### src/rtl/dma4_pkg.sv
package dma4_pkg;

  // control word fields
  localparam int CTL_DE    = 0;
  localparam int CTL_TE    = 1;
  localparam int CTL_IE    = 2;
  localparam int CTL_SZ_LO = 4;
  localparam int CTL_MD_LO = 8;

  // global word fields
  localparam int GOP_DME  = 0;
  localparam int GOP_NMIF = 1;
  localparam int GOP_AE   = 2;

  // register indices inside a window
  localparam logic [1:0] IDX_CTL = 2'd0;
  localparam logic [1:0] IDX_SRC = 2'd1;
  localparam logic [1:0] IDX_DST = 2'd2;
  localparam logic [1:0] IDX_CNT = 2'd3;
  localparam logic [1:0] IDX_GOP = 2'd0;
  localparam logic [1:0] IDX_RES = 2'd1;

  typedef enum logic [1:0] {
    MODE_DUAL     = 2'd0,
    MODE_SRC_ONLY = 2'd1,
    MODE_DST_ONLY = 2'd2,
    MODE_RSVD     = 2'd3
  } amode_e;

  // log2 of the unit size for a size code
  function automatic logic [2:0] unit_shift(input logic [2:0] code);
    case (code)
      3'd0:    return 3'd3;
      3'd1:    return 3'd0;
      3'd2:    return 3'd1;
      3'd3:    return 3'd2;
      3'd4:    return 3'd5;
      default: return 3'd0;
    endcase
  endfunction

  function automatic logic size_ok(input logic [2:0] code);
    return code <= 3'd4;
  endfunction

  function automatic logic misaligned(input logic [31:0] addr, input logic [2:0] code);
    logic [31:0] mask;
    mask = (32'd1 << unit_shift(code)) - 32'd1;
    return (addr & mask) != 32'd0;
  endfunction

endpackage

### src/rtl/dma4_chan.sv
module dma4_chan
  import dma4_pkg::*;
#(
  parameter int AW = 32,
  parameter int CW = 24
) (
  input  logic          clk,
  input  logic          rst_n,
  input  logic          wr_en,
  input  logic [1:0]    wr_idx,
  input  logic [31:0]   wdata,
  input  logic          unit_done,
  output logic [31:0]   ctrl_rd,
  output logic [31:0]   cnt_rd,
  output logic [31:0]   residue,
  output logic [AW-1:0] src_q,
  output logic [AW-1:0] dst_q,
  output logic [2:0]    size_q,
  output amode_e        mode_q,
  output logic          active,
  output logic          err_evt,
  output logic          irq_end
);

  logic          de_q, te_q, ie_q;
  logic [CW-1:0] cnt_q;
  logic [2:0]    sh_q;
  logic [AW-1:0] step;

  logic ctl_wr, src_wr_req, dst_wr_req, cnt_wr, src_wr, dst_wr;
  logic src_unused, dst_unused, bad_addr_wr, de_rise, start_bad, last_unit;
  logic [2:0] new_size;
  amode_e     new_mode;

  assign ctl_wr     = wr_en && (wr_idx == IDX_CTL);
  assign src_wr_req = wr_en && (wr_idx == IDX_SRC);
  assign dst_wr_req = wr_en && (wr_idx == IDX_DST);
  assign cnt_wr     = wr_en && (wr_idx == IDX_CNT);

  assign src_unused  = (mode_q == MODE_DST_ONLY);
  assign dst_unused  = (mode_q == MODE_SRC_ONLY);
  assign src_wr      = src_wr_req && !src_unused;
  assign dst_wr      = dst_wr_req && !dst_unused;
  assign bad_addr_wr = (src_wr_req && src_unused) || (dst_wr_req && dst_unused);

  assign new_size = wdata[CTL_SZ_LO +: 3];
  assign new_mode = amode_e'(wdata[CTL_MD_LO +: 2]);
  assign de_rise  = ctl_wr && wdata[CTL_DE] && !de_q;

  // start-time checks use the incoming size and mode
  assign start_bad = de_rise &&
                     (!size_ok(new_size) ||
                      ((new_mode != MODE_DST_ONLY) && misaligned(32'(src_q), new_size)) ||
                      ((new_mode != MODE_SRC_ONLY) && misaligned(32'(dst_q), new_size)));

  assign err_evt   = bad_addr_wr || start_bad;
  assign last_unit = unit_done && (cnt_q == CW'(1));
  assign sh_q      = unit_shift(size_q);
  assign step      = AW'(1) << sh_q;

  always_ff @(posedge clk or negedge rst_n) begin
    if (!rst_n) begin
      de_q   <= 1'b0;
      te_q   <= 1'b0;
      ie_q   <= 1'b0;
      size_q <= 3'd0;
      mode_q <= MODE_DUAL;
      src_q  <= '0;
      dst_q  <= '0;
      cnt_q  <= '0;
    end else begin
      if (ctl_wr) begin
        de_q   <= wdata[CTL_DE];
        ie_q   <= wdata[CTL_IE];
        size_q <= new_size;
        mode_q <= new_mode;
        te_q   <= (te_q & wdata[CTL_TE]) | last_unit;
      end else if (last_unit) begin
        te_q <= 1'b1;
      end

      if (src_wr)                           src_q <= wdata[AW-1:0];
      else if (unit_done && !src_unused)    src_q <= src_q + step;

      if (dst_wr)                           dst_q <= wdata[AW-1:0];
      else if (unit_done && !dst_unused)    dst_q <= dst_q + step;

      if (cnt_wr)                           cnt_q <= wdata[CW-1:0];
      else if (unit_done)                   cnt_q <= cnt_q - CW'(1);
    end
  end

  assign active  = de_q && !te_q && (cnt_q != '0) && size_ok(size_q);
  assign irq_end = te_q && ie_q;
  assign ctrl_rd = 32'({mode_q, 1'b0, size_q, 1'b0, ie_q, te_q, de_q});
  assign cnt_rd  = 32'(cnt_q);
  assign residue = de_q ? (32'(cnt_q) << sh_q) : 32'd0;

  assert_count_dec_R2: assert property (@(posedge clk) disable iff (!rst_n)
    (unit_done && !cnt_wr) |=> (cnt_q == $past(cnt_q) - CW'(1)));

  assert_te_on_last_R3: assert property (@(posedge clk) disable iff (!rst_n)
    (unit_done && (cnt_q == CW'(1))) |=> te_q);

  assert_unused_reg_kept_R6: assert property (@(posedge clk) disable iff (!rst_n)
    (dst_wr_req && dst_unused && !unit_done) |=> $stable(dst_q));

endmodule

### src/rtl/dma4_prio.sv
module dma4_prio #(
  parameter int NCH = 4,
  localparam int CHW = (NCH > 1) ? $clog2(NCH) : 1
) (
  input  logic [NCH-1:0] ready,
  output logic [CHW-1:0] pick,
  output logic           any
);

  always_comb begin
    any  = 1'b0;
    pick = '0;
    for (int i = NCH - 1; i >= 0; i--) begin
      if (ready[i]) begin
        any  = 1'b1;
        pick = CHW'(i);
      end
    end
  end

endmodule

### src/rtl/dma4_mover.sv
module dma4_mover #(
  parameter int NCH = 4,
  parameter int AW  = 32,
  localparam int CHW = (NCH > 1) ? $clog2(NCH) : 1
) (
  input  logic           clk,
  input  logic           rst_n,
  input  logic           go,
  input  logic [CHW-1:0] pick,
  input  logic [AW-1:0]  pick_src,
  input  logic [AW-1:0]  pick_dst,
  input  logic [2:0]     pick_size,
  input  logic [1:0]     pick_mode,
  input  logic           mem_ack,
  output logic           mem_req,
  output logic [CHW-1:0] mem_ch,
  output logic [AW-1:0]  mem_src,
  output logic [AW-1:0]  mem_dst,
  output logic [2:0]     mem_size,
  output logic [1:0]     mem_mode,
  output logic [NCH-1:0] unit_done
);

  logic hs;
  assign hs = mem_req && mem_ack;

  always_ff @(posedge clk or negedge rst_n) begin
    if (!rst_n) begin
      mem_req  <= 1'b0;
      mem_ch   <= '0;
      mem_src  <= '0;
      mem_dst  <= '0;
      mem_size <= 3'd0;
      mem_mode <= 2'd0;
    end else if (!mem_req) begin
      if (go) begin
        mem_req  <= 1'b1;
        mem_ch   <= pick;
        mem_src  <= pick_src;
        mem_dst  <= pick_dst;
        mem_size <= pick_size;
        mem_mode <= pick_mode;
      end
    end else if (mem_ack) begin
      mem_req <= 1'b0;
    end
  end

  assign unit_done = hs ? (NCH'(1) << mem_ch) : '0;

  assert_req_held_R11: assert property (@(posedge clk) disable iff (!rst_n)
    (mem_req && !mem_ack) |=> (mem_req && $stable(mem_ch) && $stable(mem_src) && $stable(mem_dst)));

  assert_one_done_R11: assert property (@(posedge clk) disable iff (!rst_n)
    $onehot0(unit_done));

endmodule

### src/rtl/dma4_ctrl.sv
module dma4_ctrl
  import dma4_pkg::*;
#(
  parameter int NCH = 4,
  parameter int AW  = 32,
  parameter int CW  = 24,
  localparam int CHW = (NCH > 1) ? $clog2(NCH) : 1,
  localparam int RAW = CHW + 3
) (
  input  logic           clk,
  input  logic           rst_n,
  input  logic           reg_wr,
  input  logic [RAW-1:0] reg_addr,
  input  logic [31:0]    reg_wdata,
  output logic [31:0]    reg_rdata,
  input  logic           nmi_in,
  output logic           mem_req,
  input  logic           mem_ack,
  output logic [CHW-1:0] mem_ch,
  output logic [AW-1:0]  mem_src,
  output logic [AW-1:0]  mem_dst,
  output logic [2:0]     mem_size,
  output logic [1:0]     mem_mode,
  output logic [NCH-1:0] irq_end,
  output logic           irq_addr_err
);

  logic           glob_win;
  logic [CHW-1:0] ch_sel;
  logic [1:0]     idx;
  assign glob_win = reg_addr[RAW-1];
  assign ch_sel   = reg_addr[RAW-2:2];
  assign idx      = reg_addr[1:0];

  logic [31:0]   ctrl_a [NCH];
  logic [31:0]   cnt_a  [NCH];
  logic [31:0]   res_a  [NCH];
  logic [AW-1:0] src_a  [NCH];
  logic [AW-1:0] dst_a  [NCH];
  logic [2:0]    size_a [NCH];
  amode_e        mode_a [NCH];
  logic [NCH-1:0] act_vec, err_vec, done_vec;

  for (genvar g = 0; g < NCH; g++) begin : g_chan
    dma4_chan #(.AW(AW), .CW(CW)) u_chan (
      .clk       (clk),
      .rst_n     (rst_n),
      .wr_en     (reg_wr && !glob_win && (ch_sel == CHW'(g))),
      .wr_idx    (idx),
      .wdata     (reg_wdata),
      .unit_done (done_vec[g]),
      .ctrl_rd   (ctrl_a[g]),
      .cnt_rd    (cnt_a[g]),
      .residue   (res_a[g]),
      .src_q     (src_a[g]),
      .dst_q     (dst_a[g]),
      .size_q    (size_a[g]),
      .mode_q    (mode_a[g]),
      .active    (act_vec[g]),
      .err_evt   (err_vec[g]),
      .irq_end   (irq_end[g])
    );
  end

  // global operation word
  logic dme_q, nmif_q, ae_q, gop_wr, err_any, gate;
  assign gop_wr  = reg_wr && glob_win && (idx == IDX_GOP);
  assign err_any = |err_vec;
  assign gate    = dme_q && !ae_q && !nmif_q;

  always_ff @(posedge clk or negedge rst_n) begin
    if (!rst_n) begin
      dme_q  <= 1'b0;
      nmif_q <= 1'b0;
      ae_q   <= 1'b0;
    end else begin
      logic dme_n, nmif_n, ae_n;
      dme_n  = gop_wr ? reg_wdata[GOP_DME] : dme_q;
      nmif_n = gop_wr ? (nmif_q & reg_wdata[GOP_NMIF]) : nmif_q;
      ae_n   = gop_wr ? (ae_q & reg_wdata[GOP_AE]) : ae_q;
      if (err_any) begin
        ae_n  = 1'b1;
        dme_n = 1'b0;
      end
      if (nmi_in) begin
        nmif_n = 1'b1;
        dme_n  = 1'b0;
      end
      dme_q  <= dme_n;
      nmif_q <= nmif_n;
      ae_q   <= ae_n;
    end
  end

  assign irq_addr_err = ae_q;

  logic [CHW-1:0] pick;
  logic           any;

  dma4_prio #(.NCH(NCH)) u_prio (
    .ready (act_vec),
    .pick  (pick),
    .any   (any)
  );

  dma4_mover #(.NCH(NCH), .AW(AW)) u_mover (
    .clk       (clk),
    .rst_n     (rst_n),
    .go        (gate && any),
    .pick      (pick),
    .pick_src  (src_a[pick]),
    .pick_dst  (dst_a[pick]),
    .pick_size (size_a[pick]),
    .pick_mode (mode_a[pick]),
    .mem_ack   (mem_ack),
    .mem_req   (mem_req),
    .mem_ch    (mem_ch),
    .mem_src   (mem_src),
    .mem_dst   (mem_dst),
    .mem_size  (mem_size),
    .mem_mode  (mem_mode),
    .unit_done (done_vec)
  );

  always_comb begin
    reg_rdata = 32'd0;
    if (glob_win) begin
      if (idx == IDX_GOP)      reg_rdata = 32'({ae_q, nmif_q, dme_q});
      else if (idx == IDX_RES) reg_rdata = res_a[ch_sel];
    end else begin
      case (idx)
        IDX_CTL: reg_rdata = ctrl_a[ch_sel];
        IDX_SRC: reg_rdata = 32'(src_a[ch_sel]);
        IDX_DST: reg_rdata = 32'(dst_a[ch_sel]);
        default: reg_rdata = cnt_a[ch_sel];
      endcase
    end
  end

  assert_start_gated_R5: assert property (@(posedge clk) disable iff (!rst_n)
    $rose(mem_req) |-> $past(dme_q && !ae_q && !nmif_q));

  assert_lowest_first_R11: assert property (@(posedge clk) disable iff (!rst_n)
    $rose(mem_req) |-> (($past(act_vec) & ((NCH'(1) << mem_ch) - NCH'(1))) == '0));

  assert_err_sets_ae_R6: assert property (@(posedge clk) disable iff (!rst_n)
    err_any |=> (ae_q && !dme_q));

  assert_nmi_halts_R8: assert property (@(posedge clk) disable iff (!rst_n)
    nmi_in |=> (nmif_q && !dme_q));

endmodule

### config.mk
export PLATFORM = sky130hd
export DESIGN_NAME = dma4_ctrl
export DESIGN_NICKNAME = d
export VERILOG_FILES = /design/src/rtl/dma4_pkg.sv /design/src/rtl/dma4_chan.sv /design/src/rtl/dma4_prio.sv /design/src/rtl/dma4_mover.sv /design/src/rtl/dma4_ctrl.sv
export SDC_FILE = /design/constraint.sdc
export NUM_CORES = 2
export LEC_CHECK = 0
export BUFFER_PORTS_ARGS = -buffer_cell sky130_fd_sc_hd__buf_2
export CELL_PAD_IN_SITES_DETAIL_PLACEMENT = 0
export CELL_PAD_IN_SITES_GLOBAL_PLACEMENT = 1
export CORE_MARGIN = 5
export CORE_UTILIZATION = 44
export CTS_BUF_LIST = sky130_fd_sc_hd__clkbuf_16
export DETAILED_ROUTE_END_ITERATION = 10
export PLACE_DENSITY_LB_ADDON = 0.1
export SLEW_MARGIN = 20
export SYNTH_ARGS = -nofsm -noshare
export SYNTH_HDL_FRONTEND = slang
export SYNTH_SLANG_ARGS = --single-unit
### constraint.sdc
create_clock -name clk -period 3.1 [get_ports clk]
set_input_delay 0.155 -clock clk [delete_from_list [all_inputs] [get_ports clk]]
set_output_delay 0.155 -clock clk [all_outputs]
set_load 0.02 [all_outputs]
* Word-level counts from Yosys, hierarchy flattened *
Index checks and enable logic that the tools add are counted.

word-level totals
  register bits after elaboration = 459
  output and inout bits = 109

operators by class
  $add $sub $neg = 13
  order comparisons = 7
  equality and inequality tests = 35
  shift operators = 10
  muxes and demuxes = 91
  bitwise gates (word level) = 21
  reductions and logical operators = 167

operator list
  cell                                                    count
  two-way mux 32 bit                                      37
  binary-select mux 32 bit (select 2 bit)                 7
  adder 32 bit                                            8
  bitwise AND 32 bit                                      8
  nonzero test 32 bit                                     8
  two-way mux 24 bit                                      8
  << shifter 1 x 3 -> 32 bit (first input constant)       5
  << shifter 24 x 3 -> 32 bit                             4
  equality test 24 x 1 -> 1 bit (second input constant)   4
  one-hot mux 32 bit (3 select lines)                     1
  nonzero test 24 bit                                     4
  subtractor 24 x 1 -> 24 bit (second input constant)     4
  logical AND 1 bit                                       91
  one-hot mux 3 bit (4 select lines)                      5
  nonzero test 2 bit                                      18
  subtractor 32 x 1 -> 32 bit (second input constant)     1
  equality test 3 x 2 -> 1 bit (second input constant)    10
  two-way mux 1 bit                                       22
  zero test 1 bit                                         20
  equality test 2 bit (second input constant)             8
  logical OR 1 bit                                        16
  equality test 3 bit (second input constant)             5
  less-or-equal comparator 3 bit (second input constant)  5
  zero test 3 bit                                         5
  other kinds (18)                                        40

* Logic depth before layout (Yosys ltp) *
  word-level depth = 14
  depth in mapped cells = 15
  depth with buffers taken out = 11

* Hierarchy *
From an unflattened synthesis, not the netlist that was laid out.

unflattened totals
  cell total of the unflattened synthesis = 4386
  area, all modules = 40916.7 µm²

modules (own cells, without submodules)
  module                             instances  cells an instance  area an instance (µm²)
  dma4_chan at g_chan[1].u_chan ...  2          923                7764.9
  dma4_chan at g_chan[3].u_chan      1          917                7728.7
  dma4_chan at g_chan[0].u_chan      1          917                7661.1
  dma4_ctrl                          1          539                6891.6
  dma4_mover                         1          160                3070.4
  dma4_prio                          1          7                  35.0

* Least setup slack after synthesis *
Ideal clock, no wire load.

  path kind = flip-flop to flip-flop
  from = reg g_chan[3].u_chan.size_q[2]
  to = reg g_chan[3].u_chan.dst_q[31]
  library setup time = 0.124 ns
  arrival = 3.220 ns
  data required time = 2.976 ns
  path slack = -0.244 ns
  cell stages (with the launch flop) = 12
  buffers on the path = 2
  clock period less this slack = 3.344 ns
  cells stage by stage = dfrtp_1 clkbuf_1 clkbuf_1 or3b_2 inv_1 ha_1 a21o_1 a21o_1 a2111oi_0 nor3_1 or2_2 a211o_1

between the ends
  longest elaborated chain between the ends = 6
  elaborated cells between the ends (all ways) = 9

RTL lines
  what                                         RTL line         RTL
  start: declaration                           dma4_chan.sv:18  output logic [2:0] size_q,
  start signal: assignment                     dma4_chan.sv:75  size_q <= new_size;
  equality test 3 bit (tied with other cells)  dma4_pkg.sv:32   case (code)
  one-hot mux 3 bit (4 select lines) *         dma4_pkg.sv:32
  << shifter 1 x 3 -> 32 bit *                 dma4_chan.sv:59  assign step = AW'(1) << sh_q;
  adder 32 bit *                               dma4_chan.sv:86  else if (unit_done && !dst_unused) dst_q <= dst_q + step;
  two-way mux 32 bit *                         dma4_chan.sv:86
  two-way mux 32 bit *                         dma4_chan.sv:85  if (dst_wr) dst_q <= wdata[AW-1:0];
  end signal: assignment                       dma4_chan.sv:85
  end signal: assignment                       dma4_chan.sv:86
  end: declaration                             dma4_chan.sv:17  output logic [AW-1:0] dst_q,

Mark *: on every way between the ends. The rest lies on a longest branch, timed or not. The select of a mux whose other input is x is not followed.
A chain may end at the register's enable or synchronous reset.

* Final worst setup path *
  from = reg g_chan[1].u_chan.size_q[0]
  to = out reg_rdata[28]

between the ends
  longest elaborated chain between the ends = 10
  elaborated cells between the ends (all ways) = 13

RTL lines
  what                                                     RTL line          RTL
  start: declaration                                       dma4_chan.sv:18
  start signal: assignment                                 dma4_chan.sv:75
  equality test 3 bit (tied with other cells)              dma4_pkg.sv:32
  one-hot mux 3 bit (4 select lines) *                     dma4_pkg.sv:32
  << shifter 24 x 3 -> 32 bit *                            dma4_chan.sv:97   assign residue = de_q ? (32'(cnt_q) << sh_q) : 32'd0;
  two-way mux 32 bit *                                     dma4_chan.sv:97
  binary-select mux 32 bit (select 2 bit) *                dma4_ctrl.sv:129  else if (idx == IDX_RES) reg_rdata = res_a[ch_sel];
  two-way mux 32 bit (not written as such) * (2 in a row)  dma4_ctrl.sv:129
  two-way mux 32 bit *                                     dma4_ctrl.sv:129
  two-way mux 32 bit *                                     dma4_ctrl.sv:128  if (idx == IDX_GOP) reg_rdata = 32'({ae_q, nmif_q, dme_q});
  two-way mux 32 bit *                                     dma4_ctrl.sv:127  if (glob_win) begin
  end: declaration                                         dma4_ctrl.sv:15   output logic [31:0] reg_rdata,

Marked as above.

==> results.toml <==
[run_status]
status = "complete, but fails checks"
violations = "negative setup slack"

[sta]
fmax_mhz = 303
drv_slew = 0
hold_viol = 0
fin_skew_ns = 0.0453
setup_ws_ns = -0.197
worst_pin_slew_ns = 1.01
rsz0062_at_grt = "yes"
whs_ns = 0.0464
fin_crit_ns = 3.30
finalSetupViolations = 32
maxSlewHeadroom = 0.321
period_share = 1.06

[drt]
m1WireLength_um = 77500
top_layer_used = "met5"
route.met2.wl_um = 80600
viasPerCell = 6.92
firstDrtPassIters = 6
first_iter_violations = 5688
wl_met3_um = 23600
drc = 0
drtAntennaViolNets = 0
wire_per_inst_um = 33.2
routed_wl_um = 195000
num_vias = 40500

[cells_and_area]
layout_common_cells = "501 x buf_4, 459 x dfrtp_1, 432 x nand2_1"
regArea_um2 = 11500
fin_cells = 5855
area_growth_pct = 26.3
nets = 4854
drive_above_1_share = 0.277
final_common_cell = "buf_4"
multi_input_area_um2 = 25300
fillCellCount = 7654

[floorplanning]
die_y_um = 299
std_cell_rows = 106
start_util = 0.441
core_area_um2 = 83300
die-width_um = 299
die_area_um2 = 89400
ios = 151

[critical_path]
critical_path_buf_inv_count = 5
crit_path_start_kind = "flip-flop"
reg2reg_depth = 12
crit_fanout = 7
r2r-start = "g_chan[3].u_chan.size_q[1]$_DFFE_PN0P_"
crit_path_max_incr_delay_ns = 0.53
path_cells = "buf_6 -> buf_6 -> a21oi_4 -> buf_12 -> buf_6 -> mux2i_4 -> mux2i_2 -> a221oi_1 -> o32ai_2 -> buf_2"
critPathTopFamily = "compound AO/OA/AOI/OAI gates"
crit_end = "reg_rdata[28]"
reg2reg_to = "g_chan[3].u_chan.src_q[30]$_DFFE_PN0P_"
crit_top_cell = "buf_6"
end_kind = "primary output"
cp.depth = 10
reg2reg_slack_ns = -0.04
cpMaxStageDelayCell = "a221oi_1"
startpoint = "g_chan[1].u_chan.size_q[0]$_DFFE_PN0P_"
critPathArrivalTime_ns = 3.14
required_ns = 2.94
criticalPathCategory = "flip-flop to primary output"

[clock_tree]
cts_tree = "yes"
path_clk_slew_ns = 0.06
clk_latency_ns = 0.67
cts_sinks = 459
cts_root_buffer = "clkbuf_16"
cts_made_buffers = 57
cts-htree-levels = 2
clk_path_buf_depth = 3

[synth]
syn_area_um2 = 36800
synthFlopType = "dfrtp_1"
async_reset_ff_frac = 1.00
syn_avg_cell_area_um2 = 8.58
synth-seq-area-share = 0.313
yosysWarnings = 0
ys_seq_elements = 459
syn_inst = 4282
synth-edff-count = 0
netlist-cell-type-count = 87

[min_path]
hold_path.class = "input port to async pin"

[run]
maxCapViolCount = 0

[global_route]
antenna_found_initial = 10
first_global_vias = 37400
overflow = 0
grt_start_max_net_pins = 75
grt_usage = 0.417
grt_pass1_wl_um = 275000

[placement]
dp_cells = 5648
port_buffers = 150
post-dp-hpwl_um = 144000
place_congestion = 1.07

[pwr]
total_power_mw = 30.1
power_leakage_nw = 19.5
ir_drop_mv = 0.460
power_density_nw_per_um2 = 649
==> flip-flops by register name, summed over array words and instances (netlist names) <==
| register | count |
|---|---|
| g_chan.u_chan.ie_q | 4 |
| u_mover.mem_ch | 2 |
| nmif_q | 1 |
| u_mover.mem_src | 32 |
| g_chan.u_chan.de_q | 4 |
| g_chan.u_chan.te_q | 4 |
| g_chan.u_chan.mode_q | 8 |
| g_chan.u_chan.cnt_q | 96 |
| u_mover.mem_mode | 2 |
| u_mover.mem_size | 3 |
| u_mover.mem_dst | 32 |
| g_chan.u_chan.dst_q | 128 |
| irq_addr_err | 1 |
| g_chan.u_chan.size_q | 12 |
| g_chan.u_chan.src_q | 128 |
| dme_q | 1 |
| u_mover.mem_req | 1 |
==> cell type report <==
type	instances	share of cell area
multi-input combinational	3387	0.544
sequential	459	0.247
tap	1080	0.0291
inverter	85	0.00693
antenna	3	0.000162
timing repair buffer	735	0.132
clock buffer	58	0.0313
clock inverter	48	0.00841
==> synthesized netlist by cell type (28+ instances only) <==
cell type | count | area [um2]
xnor2_1 | 104 | 911
nor4_1 | 53 | 332
ha_1 | 79 | 988
o211ai_1 | 34 | 255
dfrtp_1 | 459 | 11500
o22ai_1 | 209 | 1310
nand2b_1 | 54 | 338
o21ai_0 | 295 | 1480
nand4_1 | 49 | 307
mux2i_1 | 169 | 1690
a21o_1 | 31 | 233
nand3_1 | 148 | 741
nor2b_1 | 36 | 225
nand2_1 | 448 | 1680
inv_1 | 83 | 312
o311ai_0 | 30 | 263
clkbuf_1 | 310 | 1160
and3_1 | 56 | 350
buf_1 | 30 | 113
a221oi_1 | 28 | 245
xor2_1 | 59 | 517
a211oi_1 | 30 | 225
or3_1 | 31 | 194
mux4_2 | 106 | 2390
nor2_1 | 347 | 1300
a21oi_1 | 258 | 1290
nor3_1 | 94 | 470
mux2_2 | 47 | 529
a22oi_1 | 62 | 465
a31oi_1 | 50 | 313
a221oi_2 | 69 | 1040
==> routing by layer <==
layer  GRT usage  vias up
li1            -    17200
met1       0.579    20100
met2       0.599     2713
met3       0.109      578
met4       0.216       10
met5           0        -
==> power breakdown <==
group          internal [mW]  switching, mW
Combinational           6.05           8.14
Sequential              7.06           2.06
Clock                   3.87           2.93
==> worst min-delay path by stage <==
stage | from | to | slack, ns
6_report | rst_n | g_chan[1].u_chan.cnt_q[18]$_DFFE_PN0P_ | 0.05
5_1_grt | reg_wdata[26] | g_chan[3].u_chan.src_q[26]$_DFFE_PN0P_ | 0.03
4_1_cts | reg_wdata[31] | g_chan[2].u_chan.src_q[31]$_DFFE_PN0P_ | 0.005
3_5_place_dp | rst_n | g_chan[1].u_chan.cnt_q[12]$_DFFE_PN0P_ | 0.16
3_3_place_gp | rst_n | g_chan[1].u_chan.cnt_q[12]$_DFFE_PN0P_ | 0.15
2_1_floorplan | rst_n | dme_q$_DFFE_PN0P_ | -0.14
==> what timing repair did <==
| action | 4_1_cts | 5_1_grt |
|---|---|---|
| pin swaps | 60 | 53 |
| resized for setup | 255 | 177 |
| hold buffers | 7 | 0 |
| endpoints found under the hold margin | 161 | 0 |
| setup endpoints to repair | 32 | 174 |
| cloned | 11 | 2 |
| buffers inserted | 57 | 24 |
==> through the flow <==
stage,setup WS (ns),TNS (ns),utilization,cell area [um2]
after global placement,-0.0240,-0.0404,0.501,41700
final,-0.197,-2.96,0.557,46400
after floorplan,-0.0404,-0.0404,-,36900
after CTS,-0.175,-2.37,0.545,45400
after global routing,-0.228,-6.67,0.557,46400
after detailed placement,-0.0492,-0.0854,0.501,41700
==> cells by family (layout without fill, tap and decap cells) <==
| family | Yosys count | after routing | synth area share |
|---|---|---|---|
| muxes | 322 | 322 | 0.125 |
| AOI/OAI and AO/OA | 1364 | 1364 | 0.257 |
| and+or+nand+nor | 1425 | 1425 | 0.184 |
| DFF | 459 | 459 | 0.313 |
| other | 2 | 29 | 0.000204 |
| xor gates and xnor gates | 163 | 163 | 0.0388 |
| buffers and inverters | 460 | 926 | 0.0501 |
| adders and majority gates | 87 | 87 | 0.0313 |
Note: power is estimated with default switching activity, not from simulation.
